==> src/rtl/clkdiv_pkg.sv <==
package clkdiv_pkg;
  localparam int MAX_DIV = 32;
  localparam int RATIO_W = $clog2(MAX_DIV + 1);
  localparam int NUM_CH = 3;
  localparam logic [31:0] REG_MASK = 32'h00FF_3F3F;
  localparam logic [31:0] RESET_WORD = 32'h0010_0404;

  typedef logic [RATIO_W-1:0] ratio_t;

  typedef struct packed {
    logic   load;
    ratio_t ratio;
  } chanCmd_t;

  // Raw field of channel idx, zero-extended to 8 bits
  function automatic logic [7:0] rawField(logic [31:0] word, int idx);
    case (idx)
      0:       return {2'b00, word[5:0]};
      1:       return {2'b00, word[13:8]};
      default: return word[23:16];
    endcase
  endfunction

  // Zero acts as one, large values clamp to MAX_DIV
  function automatic ratio_t sanitize(logic [7:0] raw);
    if (raw == 8'd0) return ratio_t'(1);
    if (raw > 8'(MAX_DIV)) return ratio_t'(MAX_DIV);
    return raw[RATIO_W-1:0];
  endfunction
endpackage

==> src/rtl/clkdiv_ctrl.sv <==
module clkdiv_ctrl
  import clkdiv_pkg::*;
(
  input  logic                   clk,
  input  logic                   rstN,
  input  logic                   wrEn,
  input  logic [31:0]            wrData,
  output logic [31:0]            rdData,
  output chanCmd_t [NUM_CH-1:0]  cmds
);
  logic [31:0] regQ;

  always_ff @(posedge clk or negedge rstN) begin
    if (!rstN) regQ <= RESET_WORD;
    else if (wrEn) regQ <= wrData & REG_MASK;
  end

  assign rdData = regQ;

  for (genvar i = 0; i < NUM_CH; i++) begin : g_cmd
    assign cmds[i].load  = wrEn;
    assign cmds[i].ratio = sanitize(rawField(wrData, i));
  end


  readback_chk: assert property (@(posedge clk) disable iff (!rstN)
    wrEn |=> rdData == ($past(wrData) & REG_MASK));
endmodule

==> src/rtl/clkdiv_chan.sv <==
module clkdiv_chan
  import clkdiv_pkg::*;
#(
  parameter int RESET_DIV = 4
) (
  input  logic     clk,
  input  logic     rstN,
  input  chanCmd_t cmd,
  output logic     divOut
);
  localparam ratio_t RST_RATIO = ratio_t'(RESET_DIV);
  localparam logic RST_OUT = (RESET_DIV == 1) || (RESET_DIV / 2 > 0);

  ratio_t activeQ, pendQ, cntQ;
  ratio_t nextPend, nextActive, nextCnt;
  logic boundary, outQ, nextOut;

  assign boundary   = (cntQ == activeQ - ratio_t'(1));
  assign nextPend   = cmd.load ? cmd.ratio : pendQ;
  assign nextActive = boundary ? nextPend : activeQ;
  assign nextCnt    = boundary ? '0 : cntQ + ratio_t'(1);
  assign nextOut    = (nextActive == ratio_t'(1)) || (nextCnt < (nextActive >> 1));

  always_ff @(posedge clk or negedge rstN) begin
    if (!rstN) begin
      activeQ <= RST_RATIO;
      pendQ   <= RST_RATIO;
      cntQ    <= '0;
      outQ    <= RST_OUT;
    end else begin
      activeQ <= nextActive;
      pendQ   <= nextPend;
      cntQ    <= nextCnt;
      outQ    <= nextOut;
    end
  end

  assign divOut = outQ;


  ratio_range_chk: assert property (@(posedge clk) disable iff (!rstN)
    activeQ >= ratio_t'(1) && activeQ <= ratio_t'(MAX_DIV));

  cnt_bound_chk: assert property (@(posedge clk) disable iff (!rstN)
    cntQ < activeQ);

  duty_chk: assert property (@(posedge clk) disable iff (!rstN)
    outQ == ((activeQ == ratio_t'(1)) || (cntQ < (activeQ >> 1))));

  ratio_switch_chk: assert property (@(posedge clk) disable iff (!rstN)
    (activeQ != $past(activeQ)) |-> ($past(cntQ) == $past(activeQ) - ratio_t'(1)));

  pend_capture_chk: assert property (@(posedge clk) disable iff (!rstN)
    cmd.load |=> pendQ == $past(cmd.ratio));

  unity_chk: assert property (@(posedge clk) disable iff (!rstN)
    (activeQ == ratio_t'(1)) |-> outQ);
endmodule

==> src/rtl/clkdiv_datapath.sv <==
module clkdiv_datapath
  import clkdiv_pkg::*;
(
  input  logic                  clk,
  input  logic                  rstN,
  input  chanCmd_t [NUM_CH-1:0] cmds,
  output logic [NUM_CH-1:0]     divClk
);
  for (genvar i = 0; i < NUM_CH; i++) begin : g_ch
    localparam int RDIV = int'(sanitize(rawField(RESET_WORD, i)));
    clkdiv_chan #(.RESET_DIV(RDIV)) u_chan (
      .clk    (clk),
      .rstN   (rstN),
      .cmd    (cmds[i]),
      .divOut (divClk[i])
    );
  end
endmodule

==> src/rtl/clkdiv_bank.sv <==
module clkdiv_bank
  import clkdiv_pkg::*;
(
  input  logic        clk,
  input  logic        rstN,
  input  logic        wrEn,
  input  logic [31:0] wrData,
  output logic [31:0] rdData,
  output logic        hsClk,
  output logic        perClk,
  output logic        auxClk
);
  chanCmd_t [NUM_CH-1:0] cmds;
  logic [NUM_CH-1:0] divClk;

  clkdiv_ctrl u_ctrl (
    .clk    (clk),
    .rstN   (rstN),
    .wrEn   (wrEn),
    .wrData (wrData),
    .rdData (rdData),
    .cmds   (cmds)
  );

  clkdiv_datapath u_dp (
    .clk    (clk),
    .rstN   (rstN),
    .cmds   (cmds),
    .divClk (divClk)
  );

  assign hsClk  = divClk[0];
  assign perClk = divClk[1];
  assign auxClk = divClk[2];
endmodule

==> config.mk <==
export PLATFORM = sky130hd
export DESIGN_NAME = clkdiv_bank
export DESIGN_NICKNAME = d
export VERILOG_FILES = /design/src/rtl/clkdiv_pkg.sv /design/src/rtl/clkdiv_ctrl.sv /design/src/rtl/clkdiv_chan.sv /design/src/rtl/clkdiv_datapath.sv /design/src/rtl/clkdiv_bank.sv
export SDC_FILE = /design/constraint.sdc
export NUM_CORES = 1
export LEC_CHECK = 0
export ABC_AREA = 0
export BUFFER_PORTS_ARGS = -buffer_cell sky130_fd_sc_hd__buf_2
export CAP_MARGIN = 20
export CORE_ASPECT_RATIO = 1.5
export CORE_MARGIN = 3
export CORE_UTILIZATION = 56
export CTS_BUF_LIST = sky130_fd_sc_hd__clkbuf_4 sky130_fd_sc_hd__clkbuf_8 sky130_fd_sc_hd__clkbuf_16
export CTS_CLUSTER_SIZE = 28
export DETAILED_ROUTE_END_ITERATION = 8
export PLACE_DENSITY = 0.8
export SLEW_MARGIN = 30
export SYNTH_ARGS = -nofsm -noshare
export SYNTH_HDL_FRONTEND = slang
export SYNTH_SLANG_ARGS = --single-unit
==> constraint.sdc <==
create_clock -name clk -period 4.18 [get_ports clk]
set_input_delay 0.418 -clock clk [delete_from_list [all_inputs] [get_ports clk]]
set_output_delay 0.418 -clock clk [all_outputs]
set_load 0.02 [all_outputs]
Word-level counts from Yosys, hierarchy flattened
Cells that the tools add are included.

Flip-flop bits (word level): 77. Input port bits: 35. Output and inout port bits: 35. Word-level logic and storage cells: 67.

Add/sub/neg operators: 6. Order comparisons: 6. Eq/ne operators: 6. Multiplexer cells: 30. Reductions and logical operators: 6.

Operators by type and width (number): two-way mux 6 bit (21); logical NOT 8 bit (3); adder 6 x 1 -> 6 bit (second input constant) (3); == test 6 x 1 -> 1 bit (second input constant) (3); == test 6 bit (3); < comparator 6 x 5 -> 1 bit (3); subtractor 6 x 1 -> 6 bit (second input constant) (3); greater-than comparator 6 bit (second input constant) (2); two-way mux 1 bit (9); greater-than comparator 8 x 6 -> 1 bit (second input constant) (1); logical OR 1 bit (3).

Logic depth before layout (Yosys ltp)
Gate-level depths: netlist (run 1).

Word-level depth: 9. Mapped depth: 14. Mapped depth without buffers: 13.

Cells and area by module
Synthesis (run 1) repeated with hierarchy kept, for this count alone.

Cells, all modules: 359. Area, all modules: 4235.3 µm².

By module, submodules not included: clkdiv_chan at u_dp.g_ch[0].u_chan ... (instances 2, cells an instance 94, area each 1068.5 µm², seq. area each 479.2 µm²); clkdiv_chan at u_dp.g_ch[1].u_chan (instances 1, cells an instance 89, area each 1104.8 µm², seq. area each 479.2 µm²); clkdiv_ctrl (instances 1, cells an instance 82, area each 993.5 µm², seq. area each 504.2 µm²).

Worst setup path before layout (run 1)
Ideal clock, no wire load.

Kind: register -> register. Start point: register u_dp.g_ch[2].u_chan.activeQ[3]. End point: register u_dp.g_ch[2].u_chan.outQ. Setup time: 0.106 ns. Arrival: 3.033 ns. Required time: 4.074 ns. Path slack: 1.041 ns. Stages on the path, launching flop included: 13. Path buffers: 1. Period minus slack after synthesis: 3.139 ns. Cells stage by stage: dfrtp_1 > or4_4 > nor2_2 > xnor2_1 > a2111oi_4 > buf_2 > nor2_1 > ha_1 > nand4_1 > or2_2 > a221o_1 > nand2_1 > o221ai_1.

Word-level cells in the longest chain between the ends: 5. Elaborated cells on any way between the ends: 7. Classes of those cells: 1 x add/sub; 1 x order compare; 2 x eq/ne; 2 x mux; 1 x reduce/logical.

RTL lines: from (decl) (line clkdiv_chan.sv:14) `ratio_t activeQ, pendQ, cntQ;`; from (signal assigned) (line clkdiv_chan.sv:31) `activeQ <= nextActive;`; subtractor 6 x 1 -> 6 bit (line clkdiv_chan.sv:18) `assign boundary = (cntQ == activeQ - ratio_t'(1));`; == test 6 bit (line clkdiv_chan.sv:18); two-way mux 6 bit (line clkdiv_chan.sv:21) `assign nextCnt = boundary ? '0 : cntQ + ratio_t'(1);`; via u_dp.g_ch[2].u_chan.nextCnt[2] (line clkdiv_chan.sv:15) `ratio_t nextPend, nextActive, nextCnt;`; < comparator 6 x 5 -> 1 bit (line clkdiv_chan.sv:22) `assign nextOut = (nextActive == ratio_t'(1)) || (nextCnt < (nextActive >> 1));`; logical OR 1 bit (line clkdiv_chan.sv:22); via u_dp.g_ch[2].u_chan.nextOut (line clkdiv_chan.sv:16) `logic boundary, outQ, nextOut;`; to (signal assigned) (line clkdiv_chan.sv:34) `outQ <= nextOut;`; to (decl) (line clkdiv_chan.sv:16).

The timed path passes the listed nets, and every way through them passes these cells. A chain may end at the register's enable or synchronous reset.

Final worst setup path (run 1)
Start point: register u_dp.g_ch[2].u_chan.activeQ[0]. End point: register u_dp.g_ch[2].u_chan.outQ.

Word-level cells in the longest chain between the ends: 5. Elaborated cells on any way between the ends: 7. Classes of those cells: 1 x add/sub; 1 x order compare; 2 x eq/ne; 2 x mux; 1 x reduce/logical.

RTL lines (line): subtractor 6 x 1 -> 6 bit (clkdiv_chan.sv:18); == test 6 bit (clkdiv_chan.sv:18); two-way mux 6 bit (on tied branches) (clkdiv_chan.sv:21, clkdiv_chan.sv:20); < comparator 6 x 5 -> 1 bit or == test 6 x 1 -> 1 bit (tied branches) (clkdiv_chan.sv:22); logical OR 1 bit (*) (clkdiv_chan.sv:22); via u_dp.g_ch[2].u_chan.nextOut (clkdiv_chan.sv:16).

Mark *: on every way through the listed nets, which the timed path passes. The rest lies on a longest branch.

==> impl_metrics.ini, run 1 <==
[routing]
post_drt_wl_per_cell_um = 16.7
first_pass_iters = 4
drc = 0
drt_wl_total_um = 8450
via_per_inst = 5.68
drt_iter0_drc = 173
final_antenna_net_count = 0
vias = 2876

[global_routing]
antenna_found_initial = 0
grt_overflow = 0
grtUsageTotal_pct = 23.3
grt_first_pass_wirelength_um = 14200
grt_pass1_vias = 2998
grt_start_max_net_pins = 78

[place]
portBuffers = 45
placed_cell_area_um2 = 4230
gp_congestion = 0.831
dpl.hpwl_um = 6300
dp.cells = 490

[logic_synthesis]
async_flop_share_pct = 100
synth.distinct_cells = 49
yosys_warnings = 0
synthFlopType = dfrtp_1
synth_edf_count = 0
ys_seq_elements = 77
syn_inst = 373
syn_area_um2 = 3970
avgSynthCellArea_um2 = 10.6
seq_area_frac_synth_pct = 48.9

[die]
ios = 70
start_util_pct = 57.9
fp.coreArea_um2 = 6850
die-area_um2 = 8150
die_y_um = 109
rows = 37
die_w_um = 74.7

[sta]
hold_viol = 0
worst_pin_slew_ns = 0.892
clock_skew_ns = 0.0148
max_freq_mhz = 277
slew_headroom_pct = 40.0
period_share_pct = 86.3
setup_viol = 0
layout_min_cycle_time_ns = 3.61
rsz0062_at_grt = no
totalNegativeSetupSlack_ns = 0
maxSlewViolCount = 0

[worst_setup_path]
required_ns = 4.44
r2r_setup_slack_ns = 0.57
r2r.worst_path.cells = 14
start_kind = register
cp-end-kind = register
arrival_ns = 3.86
cp_max_fo = 10
timing.rr.end = u_dp.g_ch[2].u_chan.divOut$_DFF_PN1_
r2r_start = u_dp.g_ch[2].u_chan.activeQ[0]$_DFF_PN0_
critPathKind = reg2reg

[clock_network]
ctsHoldBuffers = 0
cts_setup_buffers = 0
cts.path.max_buffers = 2
numCtsBuffers = 9
clock_latency_ns = 0.36
cts_root_buf = clkbuf_8
cts_tree = built
clock_sinks = 77
ctsHtreeMaxLevel = 3
ctsResizeCount = 0
clkTransAtPathRegs_ns = 0.09

[hold_path]
hp-class = in2async

[finish]
diodes = 0
final_nets = 476
drive_gt1_share_pct = 22.0
area_growth_pct = 12.5
seq_area_um2 = 1940
multi_input_area_um2 = 1820
design_area_um2 = 4460
stdcell_count = 506
fillers = 555

[power]
p_leak_uw = 0.00217
p_per_area_nw_per_um2 = 732
irDropWorstVdd_mv = 0.390
fin_total_pwr_uw = 3270

[run_status]
status = finished, final reports clean

[flow_run]
maxCapViolations = 0
metrics by stage:
| stage | worst slack [ns] | hold slack [ns] | util, % |
|---|---|---|---|
| 2_1_floorplan | 1.04 | 0.122 | - |
| 3_3_place_gp | 0.785 | 0.459 | 61.8 |
| 3_5_place_dp | 0.636 | 0.464 | 61.8 |
| 4_1_cts | 0.596 | 0.230 | 65.1 |
| 5_1_grt | 0.313 | 0.113 | 65.2 |
| 6_report | 0.574 | 0.0750 | 65.2 |
synth_stat cells (3+ instances only):
cell type | instances | area, um2
ha_1 | 18 | 225
mux2i_1 | 14 | 140
clkbuf_1 | 6 | 22.5
xor2_1 | 15 | 131
nand4_1 | 3 | 18.8
dfstp_2 | 12 | 315
or3_1 | 4 | 25.0
o2bb2ai_1 | 6 | 52.6
nor4_1 | 4 | 25.0
nor2_1 | 27 | 101
a21oi_1 | 3 | 15.0
nor3_1 | 9 | 45.0
o21ai_0 | 21 | 105
dfrtp_1 | 65 | 1630
xnor2_1 | 19 | 166
inv_1 | 32 | 120
buf_4 | 13 | 97.6
a22o_1 | 6 | 52.6
or4_1 | 3 | 22.5
a21o_1 | 8 | 60.1
a31oi_1 | 6 | 37.5
nand3_1 | 9 | 45.0
mux2_2 | 12 | 135
nor2b_1 | 7 | 43.8
nand2_1 | 21 | 78.8
worst max path at each step:
stage,endpoint,slack [ns],startpoint
2_1_floorplan,u_dp.g_ch[2].u_chan.divOut$_DFF_PN1_,1.04,u_dp.g_ch[2].u_chan.activeQ[3]$_DFF_PN0_
3_3_place_gp,u_dp.g_ch[2].u_chan.divOut$_DFF_PN1_,0.78,u_dp.g_ch[2].u_chan.activeQ[0]$_DFF_PN0_
3_5_place_dp,u_dp.g_ch[2].u_chan.divOut$_DFF_PN1_,0.64,u_dp.g_ch[2].u_chan.activeQ[0]$_DFF_PN0_
4_1_cts,u_dp.g_ch[2].u_chan.divOut$_DFF_PN1_,0.60,u_dp.g_ch[2].u_chan.activeQ[0]$_DFF_PN0_
5_1_grt,u_dp.g_ch[2].u_chan.divOut$_DFF_PN1_,0.31,u_dp.g_ch[2].u_chan.activeQ[0]$_DFF_PN0_
6_report,u_dp.g_ch[2].u_chan.divOut$_DFF_PN1_,0.57,u_dp.g_ch[2].u_chan.activeQ[0]$_DFF_PN0_
cell type report:
class	instances	area share [%]
Clock buffer	12	3.42
Clock inverter	4	1.65
Inverter	32	2.69
Multi-Input combinational cell	254	40.7
Sequential cell	77	43.5
Tap cell	78	2.19
Timing Repair Buffer	49	5.86
power breakdown:
part	total (uW)	internal [uW]	switching, uW
clock network	638	366	272
logic	1440	645	800
registers	1190	967	219
total	3270	1980	1290
registers in the layout, summed over array words and instances, names as in the netlist:
register                  cells
u_dp.g_ch.u_chan.divOut       3
u_dp.g_ch.u_chan.activeQ     18
u_dp.g_ch.u_chan.pendQ       18
u_dp.g_ch.u_chan.cntQ        18
u_ctrl.rdData                20
routing by layer:
metal | global-route usage [%] | up-vias | share of wire (%)
met1 | 27.2 | 1411 | 40
met4 | 12.5 | 0 | 4.0
met5 | 0 | - | 0
li1 | - | 1373 | -
met2 | 39.1 | 66 | 53
met3 | 5.17 | 26 | 2.9
kinds of logic after synthesis:
group | count (synthesis) | share of synthesized area, %
xor+xnor | 34 | 7.51
buf+inv | 53 | 6.31
flops | 77 | 48.9
simple gates | 100 | 12.8
other cells | 1 | 0.0945
mux | 26 | 6.94
fa+ha+maj | 18 | 5.68
compound gates | 64 | 11.8
cells in the final DEF, fill, tap and decap left out, drive strengths merged, types with 4 or more instances in the layout:
| master | instances |
|---|---|
| ha | 18 |
| o21ai | 21 |
| a21o | 8 |
| mux2i | 14 |
| nor2b | 7 |
| o2bb2ai | 6 |
| or3 | 4 |
| or4 | 4 |
| dfrtp | 65 |
| nor2 | 28 |
| buf | 49 |
| nor3 | 10 |
| a22o | 6 |
| mux2 | 12 |
| dfstp | 12 |
| a31oi | 6 |
| nand2 | 21 |
| xnor2 | 19 |
| inv | 32 |
| clkbuf | 12 |
| nor4 | 4 |
| xor2 | 15 |
| nand3 | 9 |
| conb | 12 |
worst max-delay path: stages (launching register included):
cell       delay [ns]
dfrtp_1          0.44
inv_1            0.11
ha_1             0.32
xor2_1           0.16
nand3_1          0.14
a2111oi_4        0.57
buf_4            0.28
mux2i_1          0.28
ha_1             0.28
a21o_1           0.19
a21o_1           0.17
a21oi_1          0.22
a221o_1          0.19
nand2_1          0.06
o221ai_1         0.09
Note: power is estimated with default switching activity, not from simulation.
==> inputs of run 2 (changes only) <==
- CORE_MARGIN: 3 -> 2
- clock period: 4.18 -> 4 ns (I/O delays scaled with it)
==> run 2 against run 1 <==
- global-route usage fell by 0.14 points
- flip-flop and latch count stayed put
- die area down 4.5%
==> impl_metrics.ini, run 2 (synthesized netlist as in run 1, its figures left out) <==
[worst_setup_path]
r2r.worst_path.cells = 13
required_ns = 4.26
critPathKind = reg2reg
cp-end-kind = register
start_kind = register
r2r_start = u_dp.g_ch[2].u_chan.activeQ[0]$_DFF_PN0_
arrival_ns = 3.68
crit_start = u_dp.g_ch[2].u_chan.activeQ[0]$_DFF_PN0_
cp_max_fo = 10

[die]
die_w_um = 72.7
start_util_pct = 57.9
ios = 70
rows = 37
die_y_um = 107
fp.coreArea_um2 = 6850
die-area_um2 = 7790

[finish]
area_growth_pct = 11.4
drive_gt1_share_pct = 22.1
layout_common_cells = dfrtp_1 (65), buf_2 (44), inv_1 (32)
diodes = 0
fillers = 557
multi_input_area_um2 = 1820
final_util_pct = 64.5
seq_area_um2 = 1940
largest_reg_flops = 20
final_nets = 477
layout_commonest_cell = dfrtp_1

[clock_network]
cts_setup_buffers = 0
cts_root_buf = clkbuf_8
clock_latency_ns = 0.36
clkTransAtPathRegs_ns = 0.08
clock_sinks = 77
cts_tree = built
ctsResizeCount = 0
ctsHtreeMaxLevel = 3
cts.path.max_buffers = 2
ctsHoldBuffers = 0
numCtsBuffers = 9

[sta]
setup_viol = 0
rsz0062_at_grt = no
worst_pin_slew_ns = 0.669
layout_min_cycle_time_ns = 3.42
holdWs_ns = 0.0553
totalNegativeSetupSlack_ns = 0
max_freq_mhz = 292
hold_viol = 0
clock_skew_ns = 0.0159
maxSlewViolCount = 0
slew_headroom_pct = 55.4
period_share_pct = 85.6

[global_routing]
grt_start_max_net_pins = 78
antenna_found_initial = 0
grt_overflow = 0
grt_pass1_vias = 2915
grt_first_pass_wirelength_um = 13700
grtUsageTotal_pct = 23.2

[routing]
drt_iter0_drc = 138
post_drt_wl_per_cell_um = 16.1
first_pass_iters = 4
drt_wl_total_um = 8170
via_per_inst = 5.67
final_antenna_net_count = 0
vias = 2877
drc = 0

[place]
dpl.hpwl_um = 6150
portBuffers = 45
gp_congestion = 0.908

[hold_path]
hp-class = in2async

[power]
p_leak_uw = 0.00215
p_per_area_nw_per_um2 = 735
irDropWorstVdd_mv = 0.465
fin_total_pwr_uw = 3250

[flow_run]
maxCapViolations = 0

[run_status]
status = finished, final reports clean
[run 2: report_power, final]
group          internal, uW  switching [uW]  total (uW)
Clock                   245             275         520
Sequential             1010             227        1240
Combinational           677             812        1490
Total                  1930            1310        3250
[run 2: cell type report]
cell class | count | area share (%)
sequential | 77 | 44.0
clock buffer | 12 | 3.31
clock inverter | 4 | 0.595
multi-input combinational | 254 | 41.1
timing repair buffer | 50 | 6.09
tap | 78 | 2.21
inverter | 32 | 2.72
[run 2: through the flow]
step	cells	setup slack (ns)	instance area, um2
final	507	0.576	4420
after floorplan	384	0.861	4010
after detailed placement	491	0.606	4240
after global routing	507	0.309	4420
after CTS	507	0.580	4410
after global placement	491	0.679	4240
[run 2: worst max-delay path: stages, from the launching register on]
cell       delay, ns
dfrtp_1         0.44
inv_1           0.10
ha_1            0.31
xor2_1          0.15
nand3_1         0.13
a2111oi_4       0.56
buf_4           0.28
mux2i_1         0.25
ha_1            0.19
nand4_1         0.10
or2_2           0.30
a221o_1         0.33
nand2_1         0.07
o221ai_1        0.12
[run 2: path summary, 6_finish.rpt]
| kind | endpoint | slack (ns) |
|---|---|---|
| worst max-delay path | u_dp.g_ch[2].u_chan.divOut$_DFF_PN1_ | 0.58 |
| worst min-delay path | u_ctrl.rdData[16]$_DFFE_PN0P_ | 0.06 |
| worst max register to register | u_dp.g_ch[2].u_chan.divOut$_DFF_PN1_ | 0.58 |
| worst min register to register | u_ctrl.rdData[2]$_DFFE_PN1P_ | 0.49 |
| max in group asynchronous | u_dp.g_ch[1].u_chan.cntQ[0]$_DFF_PN0_ | 3.47 |
| min in group clk | u_ctrl.rdData[17]$_DFFE_PN0P_ | 0.29 |
[run 2: per-layer routing]
layer | vias up | wire [um] | global-route usage, %
met5 | - | 0 | 0
met4 | 0 | 189 | 9.26
met3 | 16 | 267 | 5.92
met2 | 64 | 4380 | 39.9
met1 | 1421 | 3330 | 27.1
li1 | 1376 | - | -
